`config.mk`:
```
export PLATFORM = sky130hd
export DESIGN_NAME = thermal_throttle_gate
export DESIGN_NICKNAME = d
export VERILOG_FILES = /design/src/rtl/tt_pkg.sv /design/src/rtl/tt_level_sel.sv /design/src/rtl/tt_window.sv /design/src/rtl/tt_duty.sv /design/src/rtl/thermal_throttle_gate.sv
export SDC_FILE = /design/constraint.sdc
export NUM_CORES = 1
export LEC_CHECK = 0
export BUFFER_PORTS_ARGS = -buffer_cell sky130_fd_sc_hd__buf_2
export CAP_MARGIN = 15
export CORE_MARGIN = 4
export CORE_UTILIZATION = 58
export DETAILED_ROUTE_END_ITERATION = 16
export PLACE_DENSITY = 0.84
export SLEW_MARGIN = 25
export SYNTH_ARGS = -nofsm -noshare
export SYNTH_HDL_FRONTEND = slang
export SYNTH_SLANG_ARGS = --single-unit
```
`constraint.sdc`:
```
create_clock -name clk_i -period 2.15 [get_ports clk_i]
set_input_delay 0 -clock clk_i [delete_from_list [all_inputs] [get_ports clk_i]]
set_output_delay 0 -clock clk_i [all_outputs]
set_load 0.02 [all_outputs]
```
`src/rtl/tt_pkg.sv`:
```
package tt_pkg;
  localparam int LVL_W   = 3;
  localparam int NUM_LVL = 1 << LVL_W;
  localparam int WIN_W   = 4;
  localparam int WIN     = 1 << WIN_W;

  // gated cycles per window for a level
  function automatic logic [WIN_W:0] gate_cnt(input logic [LVL_W-1:0] lvl);
    if (int'(lvl) == NUM_LVL - 1) return (WIN_W+1)'(WIN - 1);
    return (WIN_W+1)'(2 * int'(lvl));
  endfunction
endpackage

```
`src/rtl/tt_level_sel.sv`:
```
module tt_level_sel
  import tt_pkg::*;
#(
  parameter int TEMP_W = 8
) (
  input  logic [TEMP_W-1:0]             temp_i,
  input  logic [(NUM_LVL-1)*TEMP_W-1:0] thr_i,
  input  logic [TEMP_W-1:0]             hyst_i,
  input  logic [LVL_W-1:0]              cur_i,
  output logic [LVL_W-1:0]              nxt_o
);
  logic [LVL_W-1:0] up_lvl, dn_lvl;

  always_comb begin
    up_lvl = '0;
    dn_lvl = '0;
    for (int k = 1; k < NUM_LVL; k++) begin
      if ({1'b0, temp_i} >= {1'b0, thr_i[(k-1)*TEMP_W +: TEMP_W]})
        up_lvl = up_lvl + 1'b1;
      if (({1'b0, temp_i} + {1'b0, hyst_i}) >= {1'b0, thr_i[(k-1)*TEMP_W +: TEMP_W]})
        dn_lvl = dn_lvl + 1'b1;
    end
  end

  always_comb begin
    if (up_lvl > cur_i)      nxt_o = up_lvl;
    else if (dn_lvl < cur_i) nxt_o = dn_lvl;
    else                     nxt_o = cur_i;
  end

  // a drop never lands below the rising target
  always_comb a_r6_drop_floor: assert (nxt_o >= up_lvl || nxt_o == cur_i);
endmodule

```
`src/rtl/tt_window.sv`:
```
module tt_window
  import tt_pkg::*;
(
  input  logic clk_i,
  input  logic rst_ni,
  output logic first_o,
  output logic last_o
);
  logic [WIN_W-1:0] phase_q;

  always_ff @(posedge clk_i or negedge rst_ni) begin
    if (!rst_ni) phase_q <= '0;
    else         phase_q <= phase_q + 1'b1;
  end

  assign first_o = (phase_q == '0);
  assign last_o  = (phase_q == WIN_W'(WIN - 1));

  a_r7_boundary_order: assert property (@(posedge clk_i) disable iff (!rst_ni)
    last_o |=> first_o);
endmodule

```
`src/rtl/tt_duty.sv`:
```
module tt_duty
  import tt_pkg::*;
(
  input  logic           clk_i,
  input  logic           rst_ni,
  input  logic           first_i,
  input  logic [WIN_W:0] gcnt_i,
  output logic           en_o
);
  logic [WIN_W-1:0] acc_q;
  logic [WIN_W:0]   sum;

  assign sum  = {1'b0, acc_q} + gcnt_i;
  assign en_o = ~sum[WIN_W];

  always_ff @(posedge clk_i or negedge rst_ni) begin
    if (!rst_ni) acc_q <= '0;
    else         acc_q <= sum[WIN_W-1:0];
  end

  // exact count per window needs an empty accumulator at each start
  a_r3_acc_clear: assert property (@(posedge clk_i) disable iff (!rst_ni)
    first_i |-> acc_q == '0);

  a_r8_no_back_to_back: assert property (@(posedge clk_i) disable iff (!rst_ni)
    (gcnt_i <= (WIN_W+1)'(WIN / 2) && !en_o) |=> en_o);
endmodule

```
`src/rtl/thermal_throttle_gate.sv`:
```
module thermal_throttle_gate
  import tt_pkg::*;
#(
  parameter int TEMP_W = 8
) (
  input  logic                          clk_i,
  input  logic                          rst_ni,
  input  logic [TEMP_W-1:0]             temp_i,
  input  logic [(NUM_LVL-1)*TEMP_W-1:0] thr_i,
  input  logic [TEMP_W-1:0]             hyst_i,
  output logic                          clk_en_o,
  output logic [LVL_W-1:0]              level_o
);
  logic             first, last;
  logic [LVL_W-1:0] level_q, level_nxt;

  tt_window i_window (
    .clk_i   (clk_i),
    .rst_ni  (rst_ni),
    .first_o (first),
    .last_o  (last)
  );

  tt_level_sel #(.TEMP_W(TEMP_W)) i_level_sel (
    .temp_i (temp_i),
    .thr_i  (thr_i),
    .hyst_i (hyst_i),
    .cur_i  (level_q),
    .nxt_o  (level_nxt)
  );

  always_ff @(posedge clk_i or negedge rst_ni) begin
    if (!rst_ni)   level_q <= '0;
    else if (last) level_q <= level_nxt;
  end

  tt_duty i_duty (
    .clk_i   (clk_i),
    .rst_ni  (rst_ni),
    .first_i (first),
    .gcnt_i  (gate_cnt(level_q)),
    .en_o    (clk_en_o)
  );

  assign level_o = level_q;

  a_r2_t0_runs: assert property (@(posedge clk_i) disable iff (!rst_ni)
    level_q == '0 |-> clk_en_o);

  a_r7_level_held: assert property (@(posedge clk_i) disable iff (!rst_ni)
    !last |=> $stable(level_q));

  a_r7_window_start: assert property (@(posedge clk_i) disable iff (!rst_ni)
    !$stable(level_q) |-> first);
endmodule

```
==> summary.md <==
| Metric | Value |
|---|---|
| Status | `complete, but fails checks` |
| Failing checks | `setup timing` |
| Syn Inst Count | `481` |
| Largest net degree at the start of global routing | `12` |
| Crit Path Max Fanout | `4` |
| Synth area leader | `ha_1` |
| Setup_tns | `-12.68 ns` |
| Seq/Total Area, Yosys | `0.06621` |
| Pwr Density | `1209 nW/um2` |
| Peak supply drop | `1.142 mV` |
| Vias in the first global route | `5663` |
| Synth-to-layout area growth | `58.11%` |
| Top-area cell type share of the netlist area | `0.4273` |
| Remaining DRCs | `0` |
| Chip width | `92.67 um` |
| Top cells by area, synth | `ha_1 (43%), inv_1 (6.7%), dfrtp_1 (6.6%)` |
| Period utilization | `2.976` |
| Vias per Instance | `7.267` |
| Sink Count | `11` |
| Starting density of the core | `0.6053` |
| CP Capture Type | `flip-flop` |
| #FFs+latches synth | `11` |
| Clock slew at reported path FFs | `0.05 ns` |
| Initial antenna violation count | `1` |
| Share of total power in the clock network | `0.026` |
| Grt total ovfl | `0` |
| CTS Buf Count | `3` |
| Iter 0 DRT Violations | `858` |
| Leak pwr | `3.639 nW` |
| MaxCap Viol Count | `0` |
| NetSw | `0.003814 W` |
| CP max stage delay | `0.41 ns` |
| Slew Viols, Final | `0` |
| Die Height | `92.67 um` |
| Synth warnings | `0` |
| Core Area | `6869 um2` |
| Slowest CP cell | `a211oi_1` |
| Top FF cell, synth | `dfrtp_1` |
| Startpoint types | `input pin` |
| Internal | `0.004132 W` |
| First-pass GRT wire length | `27.97 mm` |
| Die area | `8587 um2` |
| RR Startpoint | `level_o[1]$_DFFE_PN0P_` |
| Max_slew headroom | `0.3151` |
| FMAX | `0.1563 GHz` |
| Part of the power in combinational logic | `0.930` |
| Pre-CTS setup slack | `-3.812 ns` |
| Arrival time worst endpoint | `6.55 ns` |
| Reg power frac | `0.044` |
| Async SR Flop Fraction | `1.000` |
| Clock skew | `0.008063 ns` |
| Required @ worst endpoint | `2.31 ns` |
| 1st-pass router iterations | `9` |
| # placed instances | `783` |
| Post-synthesis net count | `699` |
| EDFF count, synth | `0` |
| Synth top cells by count | `ha_1 (142), inv_1 (74), a21oi_1 (35), a21o_1 (26), o21ai_0 (19)` |
| Yosys cell types | `52` |
| CTS Buffer Depth | `2` |
| Reg2reg path depth | `8` |
| Post-Route WL | `24.45 mm` |
| Antenna viol nets, final | `0` |
| Row count | `30` |
| Finished Layout Cells | `828` |
| Post-DP HPWL | `11.11 mm` |
| Final Hold Viols | `0` |
| RSZ-0062 raised after global routing | `true` |
| Root buf cell | `clkbuf_8` |
| Hold slack | `0.2098 ns` |
| Wire per inst | `29.53 um` |
| GRT Util Overall | `0.4179` |
| Fill cells | `162` |
| CTS tree | `done` |
| Sw Share | `0.4800` |
| Tot Pwr | `0.007946 W` |
| Clk Latency, worst-skew pair | `0.24 ns` |
| Storage element area | `276.5 um2` |
| Worst Path Class, Setup | `input pin to flip-flop` |
| Worst Hold Class | `input pin to asynchronous set/reset pin` |
| Layout Nets | `951` |
| Syn Area/Cell | `8.644 um2` |
| IO buf count | `77` |
| Final WS setup | `-4.248 ns` |
| Layout cells sized above 1 | `0.4617` |
| Via Count | `6017` |
| Most common cell in the synthesized netlist | `ha_1` |
| Tmin final | `6.398 ns` |
| Worst Tran Pin Value | `1.017 ns` |
| H-tree depth | `1` |
| GPL Wtd Cong | `0.9066` |
| Netlist Area Pre-Place | `4158 um2` |
| Final setup fails | `4` |
| Ports | `78` |
| N_diodes | `0` |
| Critical register-to-register path endpoint | `level_o[1]$_DFFE_PN0P_` |
| Multi-input gate area | `4126 um2` |
| Reg2Reg Setup Slack | `0.03 ns` |
==> registers in the layout, indices dropped and copies added (netlist names) <==
name	flops
i_window.phase_q	4
i_duty.acc_q	4
level_o	3
==> worst max-delay path, delay by kind of cell <==
| kind | cells | cell delay [ns] |
|---|---|---|
| fa+ha+maj | 8 | 2.09 |
| buf+inv | 7 | 0.74 |
| simple gates | 5 | 0.57 |
| xor+xnor | 2 | 0.40 |
| compound gates | 11 | 2.52 |
| mux | 1 | 0.22 |
==> power by group through the flow <==
stage | Combinational [W] | Clock, W | Sequential, W
floorplan | 0.00303 | 0 | 0.000358
global placement | 0.00446 | 0 | 0.000336
detailed placement | 0.00480 | 0 | 0.000343
CTS | 0.00540 | 0.000204 | 0.000340
global route | 0.00777 | 0.000217 | 0.000351
finish | 0.00739 | 0.000209 | 0.000350
==> worst max-delay path by stage <==
| stage | from | endpoint | slack (ns) |
|---|---|---|---|
| 2_1_floorplan | temp_i[0] | level_o[1]$_DFFE_PN0P_ | -3.23 |
| 3_3_place_gp | temp_i[0] | level_o[1]$_DFFE_PN0P_ | -3.65 |
| 3_5_place_dp | temp_i[0] | level_o[1]$_DFFE_PN0P_ | -3.81 |
| 4_1_cts | temp_i[0] | level_o[1]$_DFFE_PN0P_ | -3.48 |
| 5_1_grt | temp_i[1] | level_o[0]$_DFFE_PN0P_ | -4.47 |
| 6_report | hyst_i[0] | level_o[1]$_DFFE_PN0P_ | -4.25 |
==> final cells by class <==
| class | count | share of cell area |
|---|---|---|
| Sequential cell | 11 | 0.04206 |
| Clock buffer | 4 | 0.006852 |
| Multi-Input combinational cell | 394 | 0.6277 |
| Tap cell | 96 | 0.01827 |
| Timing Repair Buffer | 249 | 0.2615 |
| Inverter | 74 | 0.04359 |
==> metal layers <==
metal  track usage  routed length, um  up-vias
met3       0.09180               3692      365
met1        0.4242               7482     2639
met2        0.7335               9976      766
li1              -                  -     2245
met4        0.3346               3242        2
met5             0                 58        -
==> layout by cell type, fill, tap and decap left out, types with 10 or more instances in the layout <==
| cell | synthesis | layout |
|---|---|---|
| a21oi_1 | 35 | 25 |
| buf_2 | 0 | 73 |
| nor2b_1 | 13 | 10 |
| dfrtp_1 | 11 | 10 |
| inv_1 | 74 | 63 |
| nor2_1 | 17 | 15 |
| a21o_1 | 26 | 26 |
| nand3_1 | 15 | 15 |
| buf_4 | 0 | 168 |
| ha_1 | 142 | 121 |
| nand2b_1 | 16 | 13 |
| ha_4 | 0 | 20 |
==> kinds of logic (layout without fill, tap and decap cells) <==
kind of cell               after synthesis  in the layout  synth area share
AOI/OAI and AO/OA                      128            128            0.2146
xor gates and xnor gates                25             25           0.08185
adders and majority gates              144            144            0.4370
buffers and inverters                   76            327           0.06861
DFF                                     11             11           0.06620
muxes                                    7              7           0.01775
and+or+nand+nor                         90             90            0.1141
==> through the flow <==
step / area, um2 / util
5_1_grt: 6574 / 0.9570
6_report: 6574 / 0.9570
3_3_place_gp: 5772 / 0.8403
3_5_place_dp: 5772 / 0.8403
4_1_cts: 6228 / 0.9067
2_1_floorplan: 4290 / -
==> what timing repair did <==
action,CTS,global route
endpoints found under the hold margin,11,0
pin swaps,60,46
buffers inserted,23,18
hold buffers,1,0
setup endpoints to repair,3,4
gates cloned,0,0
gates resized for setup,43,37
Power figures use the tool's default switching activity.
